## config.mk

```make
export PLATFORM = sky130hd
export DESIGN_NAME = mshr_queue
export DESIGN_NICKNAME = d
export VERILOG_FILES = /design/src/rtl/mshrq_pkg.sv /design/src/rtl/mshrq_ctrl.sv /design/src/rtl/mshrq_dp.sv /design/src/rtl/mshr_queue.sv
export SDC_FILE = /design/constraint.sdc
export NUM_CORES = 1
export LEC_CHECK = 0
export CAP_MARGIN = 15
export CORE_ASPECT_RATIO = 0.5
export CORE_MARGIN = 4
export CORE_UTILIZATION = 38
export DETAILED_ROUTE_END_ITERATION = 6
export HOLD_SLACK_MARGIN = 0.1
export MAX_ROUTING_LAYER = met4
export SLEW_MARGIN = 15
export SYNTH_ARGS = -nofsm -noshare
export SYNTH_HDL_FRONTEND = slang
export SYNTH_HIERARCHICAL = 1
export SYNTH_SLANG_ARGS = --single-unit
export TNS_END_PERCENT = 100
```

## constraint.sdc

```tcl
create_clock -name clk -period 10.05 [get_ports clk]
set_input_delay 1.5075 -clock clk [delete_from_list [all_inputs] [get_ports clk]]
set_output_delay 1.5075 -clock clk [all_outputs]
set_load 0.01 [all_outputs]
```

## src/rtl/mshrq_pkg.sv

```systemverilog
package mshrq_pkg;

  typedef enum logic [2:0] {
    OP_NOP    = 3'd0,
    OP_ALLOC  = 3'd1,
    OP_ISSUE  = 3'd2,
    OP_REPEND = 3'd3,
    OP_FRONT  = 3'd4,
    OP_POP    = 3'd5,
    OP_FREE   = 3'd6
  } opcode_e;

  // Strobes from control to datapath; at most one command per cycle.
  typedef struct packed {
    logic alloc;
    logic issue;
    logic repend;
    logic front;
    logic pop;
    logic free;
  } strobe_t;

endpackage

```

## src/rtl/mshrq_ctrl.sv

```systemverilog
module mshrq_ctrl
  import mshrq_pkg::*;
#(
  parameter int PHYS    = 5,
  parameter int FULL_AT = 3,
  parameter int TGT_W   = 3,
  parameter int CNT_W   = 3
) (
  input  logic             clk,
  input  logic             rstN,
  input  logic             opValid,
  input  logic [2:0]       opCode,
  input  logic             opDone,
  input  logic             selVld,
  input  logic             selInsvc,
  input  logic [TGT_W-1:0] selTgt,
  input  logic             drainReq,
  output strobe_t          stb,
  output logic [CNT_W-1:0] allocCnt,
  output logic [CNT_W-1:0] svcCnt,
  output logic             full,
  output logic             empty,
  output logic             allocErr,
  output logic             popUnfull,
  output logic             drainDone
);

  logic isAlloc, isIssue, isRepend, isFront, isPop, isFree;
  logic popFree, issueFree;
  logic [CNT_W-1:0] allocN, svcN;
  logic drainQ;

  assign isAlloc  = opValid && (opCode == OP_ALLOC);
  assign isIssue  = opValid && (opCode == OP_ISSUE);
  assign isRepend = opValid && (opCode == OP_REPEND);
  assign isFront  = opValid && (opCode == OP_FRONT);
  assign isPop    = opValid && (opCode == OP_POP);
  assign isFree   = opValid && (opCode == OP_FREE);

  assign issueFree = isIssue && selVld && !selInsvc && opDone;
  assign popFree   = isPop && selVld && (selTgt == TGT_W'(1));

  always_comb begin
    stb        = '0;
    stb.alloc  = isAlloc && (allocCnt < CNT_W'(PHYS));
    stb.issue  = isIssue && selVld && !selInsvc && !opDone;
    stb.repend = isRepend && selVld && selInsvc;
    stb.front  = isFront && selVld && !selInsvc;
    stb.pop    = isPop && selVld && (selTgt != '0);
    stb.free   = (isFree && selVld) || issueFree || popFree;
  end

  always_comb begin
    allocN = allocCnt;
    if (stb.alloc) allocN = allocN + CNT_W'(1);
    if (stb.free)  allocN = allocN - CNT_W'(1);
    svcN = svcCnt;
    if (stb.issue) svcN = svcN + CNT_W'(1);
    if (stb.repend || (stb.free && selInsvc)) svcN = svcN - CNT_W'(1);
  end

  always_ff @(posedge clk) begin
    if (!rstN) begin
      allocCnt  <= '0;
      svcCnt    <= '0;
      allocErr  <= 1'b0;
      popUnfull <= 1'b0;
      drainDone <= 1'b0;
      drainQ    <= 1'b0;
    end else begin
      allocCnt  <= allocN;
      svcCnt    <= svcN;
      allocErr  <= isAlloc && (allocCnt == CNT_W'(PHYS));
      popUnfull <= popFree && full && (allocN < CNT_W'(FULL_AT));
      drainDone <= drainReq && (allocN == '0) && ((allocCnt != '0) || !drainQ);
      drainQ    <= drainReq;
    end
  end

  assign full  = (allocCnt >= CNT_W'(FULL_AT));
  assign empty = (allocCnt == '0);

  p_cnt_bound_r1: assert property (@(posedge clk) disable iff (!rstN)
    allocCnt <= CNT_W'(PHYS));

  p_svc_le_alloc_r6: assert property (@(posedge clk) disable iff (!rstN)
    svcCnt <= allocCnt);

  p_no_overflow_r12: assert property (@(posedge clk) disable iff (!rstN)
    (isAlloc && allocCnt == CNT_W'(PHYS)) |=> $stable(allocCnt));

  p_drain_empty_r11: assert property (@(posedge clk) disable iff (!rstN)
    drainDone |-> empty);

endmodule

```

## src/rtl/mshrq_dp.sv

```systemverilog
module mshrq_dp
  import mshrq_pkg::*;
#(
  parameter int PHYS   = 5,
  parameter int IDX_W  = 3,
  parameter int CNT_W  = 3,
  parameter int ADDR_W = 8,
  parameter int TIME_W = 8,
  parameter int TGT_W  = 3
) (
  input  logic              clk,
  input  logic              rstN,
  input  strobe_t           stb,
  input  logic [IDX_W-1:0]  opSlot,
  input  logic [ADDR_W-1:0] opAddr,
  input  logic              opSecure,
  input  logic              opUncache,
  input  logic [TIME_W-1:0] opReady,
  input  logic [TGT_W-1:0]  opTargets,
  input  logic [ADDR_W-1:0] lookAddr,
  input  logic              lookSecure,
  output logic [IDX_W-1:0]  allocSlot,
  output logic              selVld,
  output logic              selInsvc,
  output logic [TGT_W-1:0]  selTgt,
  output logic              matchHit,
  output logic [IDX_W-1:0]  matchSlot,
  output logic              pendHit,
  output logic [IDX_W-1:0]  pendSlot,
  output logic              headValid,
  output logic [IDX_W-1:0]  headSlot
);

  // Slot state
  logic [PHYS-1:0]   vld, sec, unc, insvc;
  logic [ADDR_W-1:0] addr [PHYS];
  logic [TIME_W-1:0] rdy  [PHYS];
  logic [TGT_W-1:0]  tgt  [PHYS];

  // Free pool (stack) and dispatch list
  logic [IDX_W-1:0] stk [PHYS];
  logic [CNT_W-1:0] stkCnt;
  logic [IDX_W-1:0] ord [PHYS];
  logic [CNT_W-1:0] ordCnt;

  // Next-state of the dispatch list
  logic [IDX_W-1:0]  ordA [PHYS];
  logic [IDX_W-1:0]  ordB [PHYS];
  logic [CNT_W-1:0]  cntA, cntB, pos;
  logic              remOn, insOn, insFront, shiftHit, found;
  logic [IDX_W-1:0]  insSlot;
  logic [TIME_W-1:0] insKey;

  assign allocSlot = (stkCnt == '0) ? stk[0] : stk[IDX_W'(stkCnt - CNT_W'(1))];
  assign selVld    = vld[opSlot];
  assign selInsvc  = insvc[opSlot];
  assign selTgt    = tgt[opSlot];
  assign headValid = (ordCnt != '0);
  assign headSlot  = ord[0];

  assign remOn    = stb.issue || stb.front || (stb.free && !insvc[opSlot]);
  assign insOn    = stb.alloc || stb.repend || stb.front;
  assign insFront = stb.front;
  assign insSlot  = stb.alloc ? allocSlot : opSlot;
  assign insKey   = stb.alloc ? opReady : rdy[opSlot];

  always_comb begin
    ordA     = ord;
    cntA     = ordCnt;
    shiftHit = 1'b0;
    if (remOn) begin
      for (int i = 0; i < PHYS - 1; i++) begin
        if (ord[i] == opSlot && CNT_W'(i) < ordCnt) shiftHit = 1'b1;
        if (shiftHit) ordA[i] = ord[i+1];
      end
      cntA = ordCnt - CNT_W'(1);
    end

    pos   = cntA;
    found = 1'b0;
    for (int i = 0; i < PHYS; i++) begin
      if (!found && CNT_W'(i) < cntA && rdy[ordA[i]] > insKey) begin
        pos   = CNT_W'(i);
        found = 1'b1;
      end
    end
    if (cntA != '0 && rdy[ordA[IDX_W'(cntA - CNT_W'(1))]] <= insKey) pos = cntA;
    if (insFront) pos = '0;

    ordB = ordA;
    cntB = cntA;
    if (insOn) begin
      for (int i = PHYS - 1; i > 0; i--) begin
        if (CNT_W'(i) > pos) ordB[i] = ordA[i-1];
      end
      ordB[IDX_W'(pos)] = insSlot;
      cntB = cntA + CNT_W'(1);
    end
  end

  always_ff @(posedge clk) begin
    if (!rstN) begin
      vld    <= '0;
      sec    <= '0;
      unc    <= '0;
      insvc  <= '0;
      stkCnt <= CNT_W'(PHYS);
      ordCnt <= '0;
      for (int i = 0; i < PHYS; i++) begin
        addr[i] <= '0;
        rdy[i]  <= '0;
        tgt[i]  <= '0;
        stk[i]  <= IDX_W'(PHYS - 1 - i);
        ord[i]  <= IDX_W'(i);
      end
    end else begin
      ord    <= ordB;
      ordCnt <= cntB;
      if (stb.alloc) begin
        vld[allocSlot]   <= 1'b1;
        sec[allocSlot]   <= opSecure;
        unc[allocSlot]   <= opUncache;
        insvc[allocSlot] <= 1'b0;
        addr[allocSlot]  <= opAddr;
        rdy[allocSlot]   <= opReady;
        tgt[allocSlot]   <= opTargets;
        stkCnt           <= stkCnt - CNT_W'(1);
      end
      if (stb.issue)  insvc[opSlot] <= 1'b1;
      if (stb.repend) insvc[opSlot] <= 1'b0;
      if (stb.pop)    tgt[opSlot]   <= tgt[opSlot] - TGT_W'(1);
      if (stb.free) begin
        vld[opSlot]            <= 1'b0;
        insvc[opSlot]          <= 1'b0;
        stk[IDX_W'(stkCnt)]    <= opSlot;
        stkCnt                 <= stkCnt + CNT_W'(1);
      end
    end
  end

  always_comb begin
    matchHit  = 1'b0;
    matchSlot = '0;
    pendHit   = 1'b0;
    pendSlot  = '0;
    for (int i = PHYS - 1; i >= 0; i--) begin
      if (vld[i] && !unc[i] && addr[i] == lookAddr && sec[i] == lookSecure) begin
        matchHit  = 1'b1;
        matchSlot = IDX_W'(i);
      end
      if (vld[i] && !insvc[i] && addr[i] == lookAddr && sec[i] == lookSecure) begin
        pendHit  = 1'b1;
        pendSlot = IDX_W'(i);
      end
    end
  end

  p_head_waiting_r5: assert property (@(posedge clk) disable iff (!rstN)
    headValid |-> (vld[headSlot] && !insvc[headSlot]));

  p_pool_sum_r2: assert property (@(posedge clk) disable iff (!rstN)
    (32'(stkCnt) + 32'($countones(vld))) == PHYS);

  p_match_cacheable_r3: assert property (@(posedge clk) disable iff (!rstN)
    matchHit |-> (vld[matchSlot] && !unc[matchSlot]));

  p_pend_waiting_r4: assert property (@(posedge clk) disable iff (!rstN)
    pendHit |-> !insvc[pendSlot]);

endmodule

```

## src/rtl/mshr_queue.sv

```systemverilog
module mshr_queue
  import mshrq_pkg::*;
#(
  parameter int NUM_ENTRIES = 4,
  parameter int RESERVE     = 2,
  parameter int ADDR_W      = 8,
  parameter int TIME_W      = 8,
  parameter int TGT_W       = 3,
  // derived, keep at defaults
  parameter int PHYS        = NUM_ENTRIES + RESERVE - 1,
  parameter int IDX_W       = (PHYS > 1) ? $clog2(PHYS) : 1,
  parameter int CNT_W       = $clog2(PHYS + 1)
) (
  input  logic              clk,
  input  logic              rstN,
  input  logic              opValid,
  input  logic [2:0]        opCode,
  input  logic [IDX_W-1:0]  opSlot,
  input  logic [ADDR_W-1:0] opAddr,
  input  logic              opSecure,
  input  logic              opUncache,
  input  logic [TIME_W-1:0] opReady,
  input  logic [TGT_W-1:0]  opTargets,
  input  logic              opDone,
  input  logic              drainReq,
  input  logic [ADDR_W-1:0] lookAddr,
  input  logic              lookSecure,
  output logic [IDX_W-1:0]  allocSlot,
  output logic              matchHit,
  output logic [IDX_W-1:0]  matchSlot,
  output logic              pendHit,
  output logic [IDX_W-1:0]  pendSlot,
  output logic              headValid,
  output logic [IDX_W-1:0]  headSlot,
  output logic [CNT_W-1:0]  allocCount,
  output logic [CNT_W-1:0]  svcCount,
  output logic              full,
  output logic              empty,
  output logic              allocErr,
  output logic              popUnfull,
  output logic              drainDone
);

  localparam int FULL_AT = PHYS - RESERVE;

  strobe_t          stb;
  logic             selVld, selInsvc;
  logic [TGT_W-1:0] selTgt;

  mshrq_ctrl #(.PHYS(PHYS), .FULL_AT(FULL_AT), .TGT_W(TGT_W), .CNT_W(CNT_W)) uCtrl (
    .clk(clk), .rstN(rstN), .opValid(opValid), .opCode(opCode), .opDone(opDone),
    .selVld(selVld), .selInsvc(selInsvc), .selTgt(selTgt), .drainReq(drainReq),
    .stb(stb), .allocCnt(allocCount), .svcCnt(svcCount), .full(full), .empty(empty),
    .allocErr(allocErr), .popUnfull(popUnfull), .drainDone(drainDone)
  );

  mshrq_dp #(.PHYS(PHYS), .IDX_W(IDX_W), .CNT_W(CNT_W), .ADDR_W(ADDR_W),
             .TIME_W(TIME_W), .TGT_W(TGT_W)) uDp (
    .clk(clk), .rstN(rstN), .stb(stb), .opSlot(opSlot), .opAddr(opAddr),
    .opSecure(opSecure), .opUncache(opUncache), .opReady(opReady),
    .opTargets(opTargets), .lookAddr(lookAddr), .lookSecure(lookSecure),
    .allocSlot(allocSlot), .selVld(selVld), .selInsvc(selInsvc), .selTgt(selTgt),
    .matchHit(matchHit), .matchSlot(matchSlot), .pendHit(pendHit),
    .pendSlot(pendSlot), .headValid(headValid), .headSlot(headSlot)
  );

endmodule

```

==> impl_metrics.env <==
export IMPL_synth_cells=1805
export IMPL_highest_layer="met4"
export IMPL_core_sq_mm=0.04079
export IMPL_placed_area_sq_mm=0.01692
export IMPL_hold_start="uDp/unc[0]"
export IMPL_die_area_sq_mm=0.04525
export IMPL_slowest_stage="and2_1"
export IMPL_grt_max_degree=71
export IMPL_drt_wirelength_per_cell_um=23.17
export IMPL_pin_count=67
export IMPL_clk_latency_ns=0.54
export IMPL_ctsHoldBuffers=0
export IMPL_timing_slew_headroom_pct=28.18
export IMPL_switchingPower_mw=0.6499
export IMPL_cp_arrival_ns=9.62
export IMPL_wl_met1_mm=24.64
export IMPL_rsz0062_at_grt="false"
export IMPL_status="completed"
export IMPL_htree_levels=1
export IMPL_die_w_um=296.9
export IMPL_tightest_slew_ns=1.076
export IMPL_via_count=14280
export IMPL_clockPowerShare_pct=39.7
export IMPL_fin_skew_ns=0.01835
export IMPL_max_stage_delay_ns=0.67
export IMPL_synth_seq_area_share_pct=35.61
export IMPL_place_ws_ns=0.4918
export IMPL_postRouteAntennaNets=0
export IMPL_peakVddDrop_mv=0.1297
export IMPL_port_buffers=66
export IMPL_grt_pass1_wl_mm=82.84
export IMPL_post_route_period_util_pct=91.48
export IMPL_worstSetupPathType="input port to flop"
export IMPL_cts_reportedPaths_clkPinSlew_ns=0.06
export IMPL_cts_resized=0
export IMPL_die_height_um=152.4
export IMPL_synth_edf_count=152
export IMPL_place_gp_congestion=1.002
export IMPL_maxSlewViolCount=0
export IMPL_fin_crit_ns=9.194
export IMPL_critPathTopFamily="compound AO/OA/AOI/OAI gates"
export IMPL_cts_buffers=23
export IMPL_power_density_mw_per_mm2=128.3
export IMPL_drt_pass1_iter_count=6
export IMPL_p_total_mw=2.272
export IMPL_p_sw_share_pct=28.60
export IMPL_area_growth_pct=11.73
export IMPL_reg2reg_from="uDp/tgt[5][1]"
export IMPL_wirelength_mm=54.80
export IMPL_cts_root_buf="clkbuf_16"
export IMPL_final_cells=2365
export IMPL_p_int_mw=1.622
export IMPL_clk_path_buf_depth=3
export IMPL_power_frac_comb_pct=17.7
export IMPL_drive_gt1_share_pct=10.75
export IMPL_worst_ep_required_time_ns=10.47
export IMPL_finalHoldViolations=0
export IMPL_path_buf_inv=4
export IMPL_holdWs_ns=0.4581
export IMPL_ys_warnings_count=6
export IMPL_synth_avg_cell_area_sq_um=8.783
export IMPL_setup_tns_final_ns=0
export IMPL_synthDistinctLibCells=106
export IMPL_wl_met3_mm=4.195
export IMPL_end_kind="flop"
export IMPL_design_area_sq_mm=0.01771
export IMPL_crit_path_start="opSlot[1]"
export IMPL_p_seq_share_pct=42.6
export IMPL_synthArstFlopShare_pct=0
export IMPL_finalSetupViolations=0
export IMPL_dp_hpwl_mm=38.60
export IMPL_drc=0
export IMPL_cts_tree="done"
export IMPL_nets=1913
export IMPL_routed_via_density=6.037
export IMPL_dp_cells=2321
export IMPL_ys_flop_type="edfxtp_1"
export IMPL_grt_pass1_vias=13110
export IMPL_antenna_found_initial=2
export IMPL_first_iter_violations=1823
export IMPL_clkSinkCount=206
export IMPL_max_freq_mhz=108.8
export IMPL_num_rows=52
export IMPL_fin_ws_ns=0.8558
export IMPL_grt_ovfl_total=0
export IMPL_fin_util_pct=43.42
export IMPL_grt_use_total_pct=24.06
export IMPL_start_kind="input port"
export IMPL_ys_ff_latch=206
export IMPL_synth_area_sq_mm=0.01585
export IMPL_start_util_pct=38.86
export IMPL_hold_path_class="flop to flop"
export IMPL_p_leak_nw=6.745
export IMPL_crit_fanout=20
export IMPL_cts_setup_buffers=0
export IMPL_synth_nets=1912
export IMPL_wl_met2_mm=24.09
export IMPL_maxCapViolCount=0
## layout by cell type (no fill, tap or decap), drive strengths merged, types with 12 or more instances in the layout
cell,instances
mux2i,48
or3,12
a32o,14
a31oi,14
buf,45
nand3,107
dfxtp,54
ha,66
mux2,32
nor4,20
nor2,84
xnor2,18
mux4,30
inv,39
o211ai,30
a21oi,58
nand4,16
a211oi,15
o21ai,108
clkbuf,28
a21o,13
and2,63
and3,42
clkdlybuf4s50,62
nor3,26
xor2,52
edfxtp,152
nor2b,13
nand2,405
## tightest hold or removal path: stages (launching register included)
cell and delay [ns]:
dfxtp_1 0.31, nand2_1 0.05, a21oi_1 0.05
## path summary, 6_finish.rpt
kind              slack [ns]         end  cells after the start
setup / recovery        0.86  uDp/ord[9]                     32
hold reg to reg         0.46  uDp/unc[0]                      2
hold / removal          0.46  uDp/unc[0]                      2
setup reg to reg        1.84  uDp/ord[9]                     31
## layout make-up
| class | instances | area (sq um) |
|---|---|---|
| clock inverters | 14 | 180.2 |
| well taps | 540 | 675.6 |
| flip-flops and latches | 206 | 5647 |
| inverters | 40 | 155.1 |
| clock buffers | 28 | 604.3 |
| multi-input cells | 1428 | 9498 |
| fillers | 3903 | 23080 |
| repair buffers | 107 | 948.4 |
| diodes | 2 | 5.005 |
## cell families (layout without fill, tap and decap cells)
family / count (synthesis) / after routing / share of synthesized area (%)
and+or+nand+nor: 832 / 832 / 24.79
other: 0 / 2 / 0
DFF: 206 / 206 / 35.61
adders and majority gates: 66 / 66 / 5.209
muxes: 110 / 110 / 9.999
xor gates and xnor gates: 70 / 70 / 4.199
buffers and inverters: 171 / 189 / 4.783
AOI/OAI and AO/OA: 350 / 350 / 15.41
## synthesized netlist by cell type (7+ instances only)
cell | number | share of area (%)
buf_6 | 9 | 0.64
and3_1 | 42 | 1.7
a21o_1 | 13 | 0.62
nor3_1 | 23 | 0.73
mux2_2 | 30 | 2.1
xnor2_1 | 15 | 0.83
nor2b_1 | 12 | 0.47
o211ai_1 | 29 | 1.4
edfxtp_1 | 152 | 29
buf_2 | 8 | 0.25
and2_1 | 62 | 2.4
o22ai_1 | 10 | 0.39
xor2_1 | 51 | 2.8
mux4_2 | 30 | 4.3
a311oi_1 | 7 | 0.39
a221oi_1 | 7 | 0.39
mux2i_1 | 41 | 2.6
a32o_1 | 14 | 0.88
nand4_1 | 16 | 0.63
dfxtp_1 | 54 | 6.8
o21ai_0 | 105 | 3.3
a211oi_1 | 13 | 0.62
nand3_1 | 107 | 3.4
inv_1 | 36 | 0.85
a31oi_1 | 14 | 0.55
nand2_1 | 404 | 9.6
a21oi_1 | 57 | 1.8
or3_1 | 11 | 0.43
buf_1 | 11 | 0.26
nor2_1 | 83 | 2.0
a22o_1 | 10 | 0.55
nand2b_1 | 11 | 0.43
clkbuf_1 | 96 | 2.3
nor4_1 | 19 | 0.75
o221ai_1 | 7 | 0.39
ha_1 | 66 | 5.2
## metal layers
layer  up-vias  track usage (%)
met2       677            36.15
li1       6551                -
met5         -                -
met1      6938            34.14
met4         0            7.696
met3       112            2.534
## sequential cells by signal, summed over array words and instances (netlist names), named ones only
signal	count
uDp/tgt	24
uDp/stkCnt	3
uCtrl/popUnfull	1
uCtrl/drainDone	1
uCtrl/allocCnt	3
uCtrl/drainQ	1
uDp/vld	5
uDp/headSlot	3
uCtrl/svcCnt	3
uDp/sec	5
uCtrl/allocErr	1
uDp/ord	12
uDp/insvc	5
uDp/rdy	64
uDp/unc	5
uDp/ordCnt	3
uDp/addr	40
uDp/stk	24
## power groups by stage
| stage | Clock (mW) | Combinational, mW | Sequential (mW) |
|---|---|---|---|
| floorplan | 0 | 0.275 | 0.965 |
| global placement | 0 | 0.392 | 0.985 |
| detailed placement | 0 | 0.395 | 0.985 |
| CTS | 0.912 | 0.397 | 0.966 |
| global route | 0.949 | 0.443 | 0.969 |
| finish | 0.901 | 0.403 | 0.968 |
(Power assumes the default switching activity.)
